**src/rtl/serial_alu_pkg.sv**
```systemverilog
// Package: operation codes shared by the serial arithmetic unit and its bench.
// Assumes a 3-bit operation select.
package serial_alu_pkg;
    typedef enum logic [2:0] {
        OP_NOP    = 3'd0,
        OP_LOAD   = 3'd1,
        OP_ADD    = 3'd2,
        OP_SUB    = 3'd3,
        OP_STORE  = 3'd4,
        OP_ASR    = 3'd5,
        OP_ROR    = 3'd6,
        OP_RELOAD = 3'd7
    } alu_op_e;
endpackage

```
**src/rtl/word_phase_ctr.sv**
```systemverilog
// Bit-position counter inside a word.
// Does: gives the index of the tick being processed (0 on a framing tick),
//       and flags the last tick of the word.
// Assumes: frame is only meaningful while tick is high.
module word_phase_ctr #(
    parameter int WORD_W = 32,
    localparam int IDX_W = $clog2(WORD_W)
) (
    input  logic             clk,
    input  logic             rst_n,
    input  logic             tick,
    input  logic             frame,
    output logic [IDX_W-1:0] idx,
    output logic             last
);
    logic [IDX_W-1:0] cnt_q;

    // current index: a framing tick restarts at zero
    always_comb begin
        idx  = frame ? '0 : cnt_q;
        last = (idx == IDX_W'(WORD_W - 1));
    end

    // advance once per tick, wrapping at the word length
    always_ff @(posedge clk) begin
        if (!rst_n)
            cnt_q <= '0;
        else if (tick)
            cnt_q <= last ? '0 : idx + 1'b1;
    end


    cnt_stall_chk: assert property (@(posedge clk) disable iff (!rst_n)
        !tick |=> $stable(cnt_q));

    cnt_frame_chk: assert property (@(posedge clk) disable iff (!rst_n)
        (tick && frame) |=> (cnt_q == IDX_W'(1)));
endmodule

```
**src/rtl/serial_word_reg.sv**
```systemverilog
// Circulating word register.
// Does: on each enabled cycle shifts right by one, taking din at the top bit.
//       Bit 0 is the bit currently presented to the serial datapath.
// Assumes: the caller feeds bit 0 back in when it wants to keep the word.
module serial_word_reg #(
    parameter int WORD_W = 32
) (
    input  logic              clk,
    input  logic              rst_n,
    input  logic              shift_en,
    input  logic              din,
    output logic [WORD_W-1:0] q
);
    // shift one position per enabled tick
    always_ff @(posedge clk) begin
        if (!rst_n)
            q <= '0;
        else if (shift_en)
            q <= {din, q[WORD_W-1:1]};
    end


    reg_stall_chk: assert property (@(posedge clk) disable iff (!rst_n)
        !shift_en |=> $stable(q));
endmodule

```
**src/rtl/serial_add_slice.sv**
```systemverilog
// One-bit adder slice with a carry flip-flop.
// Does: a + (b ^ invert_b) + carry, one bit per tick. On the first tick of a
//       word the carry in is invert_b, which gives subtraction as add-inverse+1.
// Assumes: bits arrive least significant first.
module serial_add_slice (
    input  logic clk,
    input  logic rst_n,
    input  logic tick,
    input  logic first,
    input  logic invert_b,
    input  logic a,
    input  logic b,
    output logic sum
);
    logic carry_q;
    logic cin;
    logic bx;
    logic cout;

    // full-adder equations for the current bit
    always_comb begin
        cin  = first ? invert_b : carry_q;
        bx   = b ^ invert_b;
        sum  = a ^ bx ^ cin;
        cout = (a & bx) | (a & cin) | (bx & cin);
    end

    // carry carried forward to the next bit
    always_ff @(posedge clk) begin
        if (!rst_n)
            carry_q <= 1'b0;
        else if (tick)
            carry_q <= cout;
    end


    carry_hold_chk: assert property (@(posedge clk) disable iff (!rst_n)
        !tick |=> $stable(carry_q));
endmodule

```
**src/rtl/serial_acc_alu.sv**
```systemverilog
// Bit-serial accumulator arithmetic unit (top).
// Does: load/add/subtract/store/arithmetic shift/rotate on a circulating
//       accumulator, one bit per bit_en tick, LSB first, WORD_W ticks per word.
// Assumes: every word starts with word_start and gets exactly WORD_W ticks.
module serial_acc_alu
    import serial_alu_pkg::*;
#(
    parameter int WORD_W = 32,
    localparam int IDX_W = $clog2(WORD_W)
) (
    input  logic       clk,
    input  logic       rst_n,
    input  logic       bit_en,
    input  logic       word_start,
    input  logic [2:0] op_sel,
    input  logic       op_bit,
    output logic       res_bit,
    output logic       sign_flag
);
    logic              frame;
    logic [IDX_W-1:0]  idx;
    logic              last;
    alu_op_e           op_q;
    alu_op_e           cur_op;
    logic [WORD_W-1:0] acc_q;
    logic [WORD_W-1:0] data_q;
    logic              acc_din;
    logic              data_din;
    logic              capture;
    logic              add_sum;
    logic              rot_lsb_q;

    assign frame = bit_en & word_start;

    word_phase_ctr #(.WORD_W(WORD_W)) u_phase (
        .clk   (clk),
        .rst_n (rst_n),
        .tick  (bit_en),
        .frame (frame),
        .idx   (idx),
        .last  (last)
    );

    // operation in force this tick: the select input on a framing tick
    always_comb begin
        cur_op  = frame ? alu_op_e'(op_sel) : op_q;
        capture = (cur_op == OP_LOAD) || (cur_op == OP_ADD) || (cur_op == OP_SUB);
    end

    // hold the sampled operation for the rest of the word
    always_ff @(posedge clk) begin
        if (!rst_n)
            op_q <= OP_NOP;
        else if (frame)
            op_q <= alu_op_e'(op_sel);
    end

    serial_add_slice u_adder (
        .clk      (clk),
        .rst_n    (rst_n),
        .tick     (bit_en),
        .first    (frame),
        .invert_b (cur_op == OP_SUB),
        .a        (acc_q[0]),
        .b        (op_bit),
        .sum      (add_sum)
    );

    // remember old bit 0 so a rotation can refill the top bit
    always_ff @(posedge clk) begin
        if (!rst_n)
            rot_lsb_q <= 1'b0;
        else if (bit_en && idx == '0)
            rot_lsb_q <= acc_q[0];
    end

    // select the bit written into the top of the accumulator
    always_comb begin
        unique case (cur_op)
            OP_LOAD:          acc_din = op_bit;
            OP_ADD, OP_SUB:   acc_din = add_sum;
            OP_ASR:           acc_din = last ? acc_q[0] : acc_q[1];
            OP_ROR:           acc_din = last ? rot_lsb_q : acc_q[1];
            OP_RELOAD:        acc_din = data_q[0];
            default:          acc_din = acc_q[0];
        endcase
        data_din = capture ? op_bit : data_q[0];
    end

    serial_word_reg #(.WORD_W(WORD_W)) u_acc (
        .clk      (clk),
        .rst_n    (rst_n),
        .shift_en (bit_en),
        .din      (acc_din),
        .q        (acc_q)
    );

    serial_word_reg #(.WORD_W(WORD_W)) u_data (
        .clk      (clk),
        .rst_n    (rst_n),
        .shift_en (bit_en),
        .din      (data_din),
        .q        (data_q)
    );

    // sign flag refreshed from the bit finishing the word
    always_ff @(posedge clk) begin
        if (!rst_n)
            sign_flag <= 1'b0;
        else if (bit_en && last)
            sign_flag <= acc_din;
    end

    assign res_bit = acc_q[0];


    sign_follows_msb_chk: assert property (@(posedge clk) disable iff (!rst_n)
        (bit_en && last) |=> (sign_flag == acc_q[WORD_W-1]));

    sign_hold_chk: assert property (@(posedge clk) disable iff (!rst_n)
        !(bit_en && last) |=> $stable(sign_flag));

    load_enter_chk: assert property (@(posedge clk) disable iff (!rst_n)
        (bit_en && cur_op == OP_LOAD) |=> (acc_q[WORD_W-1] == $past(op_bit)));

    data_keep_chk: assert property (@(posedge clk) disable iff (!rst_n)
        (bit_en && !capture) |=> (data_q[WORD_W-1] == $past(data_q[0])));

    nop_recirc_chk: assert property (@(posedge clk) disable iff (!rst_n)
        (bit_en && (cur_op == OP_NOP || cur_op == OP_STORE))
            |=> (acc_q[WORD_W-1] == $past(acc_q[0])));
endmodule

```
**config.mk**
```make
export PLATFORM = sky130hd
export DESIGN_NAME = serial_acc_alu
export DESIGN_NICKNAME = d
export VERILOG_FILES = /design/src/rtl/serial_alu_pkg.sv /design/src/rtl/word_phase_ctr.sv /design/src/rtl/serial_word_reg.sv /design/src/rtl/serial_add_slice.sv /design/src/rtl/serial_acc_alu.sv
export SDC_FILE = /design/constraint.sdc
export NUM_CORES = 1
export LEC_CHECK = 0
export BUFFER_PORTS_ARGS = -buffer_cell sky130_fd_sc_hd__buf_2
export CAP_MARGIN = 10
export CORE_ASPECT_RATIO = 0.5
export CORE_MARGIN = 5
export CORE_UTILIZATION = 61
export DETAILED_ROUTE_END_ITERATION = 8
export PLACE_DENSITY = 0.78
export SYNTH_ARGS = -nofsm -noshare
export SYNTH_HDL_FRONTEND = slang
export SYNTH_SLANG_ARGS = --single-unit
```
**constraint.sdc**
```tcl
create_clock -name clk -period 3 [get_ports clk]
set_input_delay 0.45 -clock clk [delete_from_list [all_inputs] [get_ports clk]]
set_output_delay 0.45 -clock clk [all_outputs]
set_load 0.01 [all_outputs]
```
==> flow_metrics.tcl, run 1 <==
set metrics [dict create \
    synth-simple-area-share 0.150 \
    antenna_cells 0 \
    setup_viol 0 \
    fmax_mhz 434 \
    synth_top_family_by_area "multiplexers" \
    cts_tree "yes" \
    synth_compound_area_frac 0.0693 \
    drv_cap 0 \
    ys_seq_elements 75 \
    clockRootBuffer "clkbuf_8" \
    syn_inst 302 \
    yosysWarnings 0 \
    design_area_um2 3330 \
    routed_wl_mm 4.62 \
    htreeDepth 3 \
    finalHoldViolCount 0 \
    holdWs_ns 0.411 \
    ios 10 \
    netSwitchingPower_mw 0.456 \
    die_h_um 60.3 \
    max_slew_margin 0.554 \
    grt_overflow 0 \
    drt_iter0_markers 81 \
    synth_area_leader_cell "dfxtp_1" \
    rows 18 \
    grt_max_degree 43 \
    criticalPathCategory "input port to flip-flop" \
    internal_power_mw 1.36 \
    dieWidth_um 111 \
    synthMuxAreaShare 0.227 \
    p_seq_frac 0.555 \
    grt_pass1_vias 1886 \
    period_needed_ns 2.30 \
    netlist_area_um2 3090 \
    synth_area_per_cell_um2 10.2 \
    slew_violations 0 \
    ir_drop_mv 0.338 \
    drc 0 \
    layout-drive-gt1-share 0.131 \
    dp_hpwl_mm 3.17 \
    tightest_slew_ns 0.668 \
    mostFrequentLayoutCell "dfxtp_1" \
    power_frac_comb 0.063 \
    final_cells 383 \
    status "completed" \
    io_buffers 9 \
    initial_core_util 0.628 \
    switching_share 0.251 \
    rrSetupSlack_ns 0.88 \
    tns_ns 0 \
    dpl_worst_slack_ns 0.349 \
    pwr-share-clk 0.382 \
    yosysSeqAreaShare 0.487 \
    rsz0062_at_grt "no" \
    layout.nets 321 \
    vias_per_cell 5.30 \
    antenna_found_initial 0 \
    avgRoutedWirePerCell_um 12.1 \
    vias 2030 \
    core-area_um2 4910 \
    postRouteAntennaNets 0 \
    clk_pin_slew_ns 0.08 \
    finClkSkew_ns 0.00637 \
    cp.arrival_ns 2.59 \
    die_area_um2 6670 \
    netlist_top_cells_area "dfxtp_1 (49%), mux2i_1 (22%), nor2_1 (8.6%), ha_1 (1.6%), buf_4 (1.5%)" \
    first_pass_iters 4 \
    insertion_delay_ns 0.34 \
    post_cts_buffers 0 \
    synth-adder-area-share 0.0227 \
    synth_top_area_frac 0.487 \
    power_mw 1.82 \
    area_growth_pct 7.91 \
    synth_xor_area_frac 0.00284 \
    grt_pass1_wl_mm 8.40 \
    p_per_area_nw_per_um2 546 \
    period_share 0.768 \
    hold_class "input port to flip-flop" \
    placed_cell_area_um2 3150 \
    start_kind "input port" \
    synth_cell_types 46 \
    end_kind "flip-flop" \
    dp_cells 367 \
    cts.path.max_buffers 2 \
    final_cell_mix "dfxtp_1 (75), nor2_1 (71), mux2i_1 (69), clkbuf_8 (9), buf_2 (8)" \
    grt_usage 0.158 \
    synth_fp_nets 315 \
    postCtsHoldBufs 0 \
    p_leak_nw 1.44 \
    setup_ws_ns 0.696 \
    post-route-util 0.678 \
    cts_resized 0 \
    fill_cells 392 \
    gp_congestion 0.891 \
    critPathRequiredTime_ns 3.28 \
    cts_sinks 75 \
    numCtsBuffers 9 \
    crit_fanout 26 \
]
power by group through the flow:
stage	Combinational (mW)	Clock [mW]	Sequential [mW]
2_1_floorplan	0.0986	0	1.03
3_3_place_gp	0.114	0	1.03
3_5_place_dp	0.116	0	1.03
4_1_cts	0.116	0.730	1.01
5_1_grt	0.128	0.769	1.01
6_report	0.115	0.694	1.01
worst max-delay path, cell delays in order:
cell	delay, ns
buf_4	0.26
nand2_1	0.24
and2_1	0.24
ha_1	0.23
and4_1	0.22
ha_1	0.24
mux2i_1	0.12
and3_1	0.19
o221a_1	0.27
o21ai_1	0.12
cell type report:
cell class	instances	area, µm²	area share
repair buffers	13	77.6	0.0233
flip-flops and latches	75	1500	0.451
well taps	70	87.6	0.0263
clock buffers	9	124	0.0372
clock inverters	7	57.6	0.0173
multi-input cells	203	1460	0.438
inverters	6	22.5	0.00676
cell usage after synthesis, drive strengths merged:
cell / instances
clkbuf: 7
a211oi: 2
nand2b: 1
a21bo: 2
and4: 1
a2bb2oi: 1
mux2i: 69
nor2: 71
o21ai: 9
mux2: 1
a311o: 2
fa: 1
or4: 1
o211ai: 2
and4bb: 1
or2: 1
nand3: 2
nand2: 4
xor2: 1
and4b: 2
nor2b: 1
a31oi: 2
a221o: 1
and2: 5
o221a: 1
inv: 6
dfxtp: 75
a21boi: 2
a21oi: 2
buf: 11
o22a: 1
nand4: 2
nor3: 3
a311oi: 1
nor4: 2
and3: 2
ha: 4
logic make-up after synthesis:
group | after synthesis
flops | 75
buf+inv | 24
simple gates | 99
fa+ha+maj | 5
mux | 70
xor+xnor | 1
compound gates | 28
layer usage:
metal	track usage	wire length (µm)	vias to the layer above
met1	0.186	2250	939
met2	0.266	2110	24
met3	0.0698	214	6
li1	-	-	1061
met5	0	0	-
met4	0.0509	43	0
state kept, by name, summed over array words and instances (netlist names):
signal           count
u_acc.q             32
u_data.q            32
u_phase.cnt_q        5
op_q                 3
rot_lsb_q            1
sign_flag            1
u_adder.carry_q      1
worst paths after layout:
check                      to  cells after the start   startpoint
max               u_acc.q[31]                     10       bit_en
max reg2reg       u_acc.q[31]                      8      op_q[0]
min          u_phase.cnt_q[0]                      3        rst_n
min reg2reg       u_acc.q[16]                      2  u_acc.q[16]
(Power assumes the default switching activity.)
==> inputs of run 2 (changes only) <==
Clock period 3 ns to 2.3 ns, I/O delays scaled along.
==> flow_metrics.tcl, run 2 (synthesized netlist as in run 1, its figures left out) <==
set metrics [dict create \
    fmax_mhz 467 \
    crit_chain "a21bo_2, and2_1, nor3_2, xor2_1, fa_1, a21boi_0, o21ai_0, o21ai_1" \
    core-area_um2 4910 \
    dpl_worst_slack_ns -0.0358 \
    setup_viol 0 \
    numCtsBuffers 9 \
    dieWidth_um 111 \
    max_slew_margin 0.625 \
    drc 0 \
    die_h_um 60.3 \
    slowest_delay_ns 0.43 \
    grt_max_degree 42 \
    status "completed" \
    postCtsHoldBufs 0 \
    clk_pin_slew_ns 0.08 \
    insertion_delay_ns 0.34 \
    grt_pass1_vias 2049 \
    routed_wl_mm 4.89 \
    dp_hpwl_mm 3.27 \
    rr_endpoint "sign_flag" \
    crit_cells 8 \
    worstHoldPathCells 3 \
    drv_cap 0 \
    cts.path.max_buffers 2 \
    hold_class "input port to flip-flop" \
    hold_end "u_phase.cnt_q[0]" \
    end_kind "flip-flop" \
    vias_per_cell 5.37 \
    grt_overflow 0 \
    crit_path_top_delay_cell "fa_1" \
    critical_path.top_delay_family "compound AO/OA/AOI/OAI gates" \
    layout.nets 327 \
    crit_fanout 3 \
    htreeDepth 3 \
    ios 10 \
    p_leak_nw 1.48 \
    die_area_um2 6670 \
    io_buffers 9 \
    layout-drive-gt1-share 0.144 \
    grt_usage 0.163 \
    criticalPathCategory "flip-flop to flip-flop" \
    gp_congestion 0.905 \
    hp-start "rst_n" \
    start_kind "flip-flop" \
    final_cell_mix "dfxtp_1 (75), nor2_1 (71), mux2i_1 (69), clkbuf_8 (10), buf_4 (10)" \
    cts_sinks 75 \
    crit_buf_inv 0 \
    rrSetupSlack_ns 0.16 \
    rows 18 \
    postRouteAntennaNets 0 \
    reg_top3 "u_acc.q: 32 flops, u_data.q: 32 flops, u_phase.cnt_q: 5 flops" \
    mostFrequentLayoutCell "dfxtp_1" \
    cp.arrival_ns 2.36 \
    finClkSkew_ns 0.0125 \
    p_per_area_nw_per_um2 699 \
    finalHoldViolCount 0 \
    setup_ws_ns 0.160 \
    initial_core_util 0.628 \
    period_needed_ns 2.14 \
    r2r-start "op_q[0]" \
    avgRoutedWirePerCell_um 12.6 \
    grt_pass1_wl_mm 8.71 \
    r2r_cells 8 \
    area_growth_pct 9.61 \
    first_pass_iters 4 \
    critPathRequiredTime_ns 2.52 \
    drt_iter0_markers 82 \
    slew_violations 0 \
    fill_cells 403 \
    post_cts_buffers 0 \
    antenna_found_initial 0 \
    cts_tree "yes" \
    tightest_slew_ns 0.562 \
    rsz0062_at_grt "no" \
    holdWs_ns 0.317 \
    antenna_cells 0 \
    cts_resized 0 \
    ir_drop_mv 0.474 \
    clockRootBuffer "clkbuf_8" \
    vias 2087 \
    period_share 0.931 \
]
==> run 2: area by class of cell <==
type	instances	area (µm²)	area share
Inverter	6	22.5	0.00666
Tap cell	70	87.6	0.0259
Multi-Input combinational cell	203	1460	0.431
Timing Repair Buffer	19	135	0.0400
Clock inverter	5	35.0	0.0104
Sequential cell	75	1500	0.444
Clock buffer	11	141	0.0418
==> run 2: worst max path at each step <==
stage,to,start
finish,sign_flag,op_q[0]
global route,sign_flag,op_q[1]
CTS,sign_flag,op_q[0]
detailed placement,u_acc.q[31],word_start
global placement,u_acc.q[31],word_start
floorplan,sign_flag,bit_en
==> run 2: power by group <==
part	leakage (nW)	internal (mW)	total (mW)	switching (mW)
Sequential	0.605	1.31	1.32	0.00865
Clock	0.0901	0.425	0.887	0.462
Combinational	0.781	0.0692	0.162	0.0923
Total	1.48	1.80	2.37	0.563
==> run 2: tightest hold or removal path, delay by kind of cell <==
| family | cells | cell delay, ns |
|---|---|---|
| compound gates | 2 | 0.12 |
| buf+inv | 1 | 0.14 |
==> run 2: layer usage <==
| metal | track usage | vias up | wire [µm] |
|---|---|---|---|
| met5 | 0 | - | 0 |
| met4 | 0.0579 | 0 | 6 |
| met3 | 0.0566 | 2 | 157 |
| met2 | 0.306 | 27 | 2410 |
| met1 | 0.176 | 987 | 2310 |
| li1 | - | 1071 | - |
==> run 2: per-stage QoR <==
stage / setup TNS, ns / util / total power, mW / instance area, µm² / instances
6_report: 0 / 0.689 / 2.37 / 3380 / 389
5_1_grt: 0 / 0.689 / 2.46 / 3380 / 389
4_1_cts: 0 / 0.689 / 2.40 / 3380 / 389
3_5_place_dp: -0.0607 / 0.653 / 1.51 / 3210 / 373
3_3_place_gp: 0 / 0.653 / 1.50 / 3210 / 373
2_1_floorplan: 0 / - / 1.47 / 3090 / 302
==> inputs of run 3 (changes only) <==
Settings changed: CORE_MARGIN 5 to not set.
==> flow_metrics.tcl, run 3 (synthesized netlist as in run 1, its figures left out) <==
set metrics [dict create \
    rr_endpoint "sign_flag" \
    r2r_cells 8 \
    worstHoldPathCells 2 \
    reg_top3 "u_acc.q: 32 flops, u_data.q: 32 flops, u_phase.cnt_q: 5 flops" \
    hp-start "rst_n" \
    area_growth_pct 11.4 \
    grt_overflow 0 \
    crit_fanout 3 \
    drt_iter0_markers 102 \
    placed_cell_area_um2 3220 \
    tightest_slew_ns 0.534 \
    cp.arrival_ns 2.37 \
    hold_end "op_q[2]" \
    gp_congestion 0.890 \
    vias_per_cell 5.41 \
    finClkSkew_ns 0.00547 \
    rows 17 \
    power_mw 2.57 \
    cts.path.max_buffers 2 \
    initial_core_util 0.668 \
    setup_viol 0 \
    post_cts_buffers 0 \
    setup_ws_ns 0.173 \
    end_kind "flip-flop" \
    hold_class "input port to flip-flop" \
    max_slew_margin 0.644 \
    die_area_um2 5360 \
    gr-usage-met3 0.0773 \
    met1_usage 0.252 \
    grt_usage 0.227 \
    numCtsBuffers 9 \
    grt_pass1_vias 2073 \
    htreeDepth 3 \
    dpl_worst_slack_ns -0.0363 \
    r2r-start "op_q[0]" \
    avgRoutedWirePerCell_um 13.2 \
    slew_violations 0 \
    layout.nets 330 \
    postRouteAntennaNets 0 \
    core-area_um2 4620 \
    insertion_delay_ns 0.34 \
    finalHoldViolCount 0 \
    status "completed" \
    start_kind "flip-flop" \
    vias 2094 \
    cts_tree "yes" \
    clk_pin_slew_ns 0.08 \
    critPathRequiredTime_ns 2.54 \
    fmax_mhz 470 \
    clockRootBuffer "clkbuf_8" \
    p_per_area_nw_per_um2 748 \
    ios 10 \
    layout-drive-gt1-share 0.153 \
    routed_wl_mm 5.11 \
    dp_cells 372 \
    die_h_um 52.3 \
    cts_sinks 75 \
    rsz0062_at_grt "no" \
    antenna_cells 0 \
    period_needed_ns 2.13 \
    io_buffers 9 \
    grt_pass1_wl_mm 8.95 \
    period_share 0.925 \
    ir_drop_mv 0.568 \
    p_leak_nw 1.51 \
    drc 0 \
    dp_hpwl_mm 3.41 \
    grt_max_degree 44 \
    rrSetupSlack_ns 0.17 \
    dieWidth_um 103 \
    criticalPathCategory "flip-flop to flip-flop" \
    final_cell_mix "dfxtp_1 (75), nor2_1 (71), mux2i_1 (69), buf_4 (13), clkbuf_8 (9)" \
    grt_use_met2 0.393 \
    tns_ns 0 \
    mostFrequentLayoutCell "dfxtp_1" \
    final_cells 387 \
    first_pass_iters 5 \
    drv_cap 0 \
    design_area_um2 3440 \
    busiest_layer "met2" \
    antenna_found_initial 0 \
]
==> run 3: cell count changes in the layout (fill, tap and decap cells not counted), sizes merged <==
| cell | delta |
|---|---|
| inv | -1 |
| bufinv | +2 |
| buf | +3 |
| clkbuf | -2 |
==> run 3: routing by layer <==
metal	share of wire	up-vias	wire, µm
li1	-	1066	-
met1	0.47	993	2420
met2	0.47	27	2420
met3	0.040	8	204
met4	0.012	0	63
met5	0	-	0
==> run 3: report_power, final <==
| group | switching, mW | total [mW] | internal [mW] |
|---|---|---|---|
| sequential | 0.00855 | 1.32 | 1.31 |
| clock | 0.478 | 1.09 | 0.608 |
| combinational | 0.0949 | 0.167 | 0.0720 |
| total | 0.581 | 2.57 | 1.99 |
==> run 3: stage by stage <==
stage	hold WS [ns]	utilization
CTS	0.273	0.745
finish	0.294	0.745
global placement	0.471	0.698
detailed placement	0.484	0.698
floorplan	0.457	-
global route	0.304	0.745
==> run 3: worst max-delay path by stage <==
stage                     from   endpoint  slack [ns]  depth (start not counted)
floorplan               bit_en  sign_flag        0.06                         10
global placement    word_start  sign_flag        0.06                          9
detailed placement  word_start  sign_flag       -0.04                          9
CTS                    op_q[0]  sign_flag        0.16                          8
global route           op_q[0]  sign_flag        0.04                          8
finish                 op_q[0]  sign_flag        0.17                          8
==> run 3: critical path, cell delays in order, from the launching register on <==
cell	delay, ns
dfxtp_1	0.37
a21bo_2	0.24
and2_1	0.18
nor3_2	0.17
xor2_1	0.23
fa_1	0.44
a21boi_1	0.14
o21ai_0	0.18
o21ai_1	0.08
==> run 3: cell type report <==
class,instances,area (µm²)
Sequential cell,75,1500
Multi-Input combinational cell,203,1460
Fill cell,347,1180
Timing Repair Buffer,22,158
Clock buffer,9,124
Clock inverter,6,90.1
Tap cell,66,82.6
Inverter,6,22.5
==> run 3: repair_timing <==
item,4_1_cts,5_1_grt
endpoints found under the setup margin,0,2
endpoints found under the hold margin,0,0
resized for setup,0,1
hold buffers,0,0
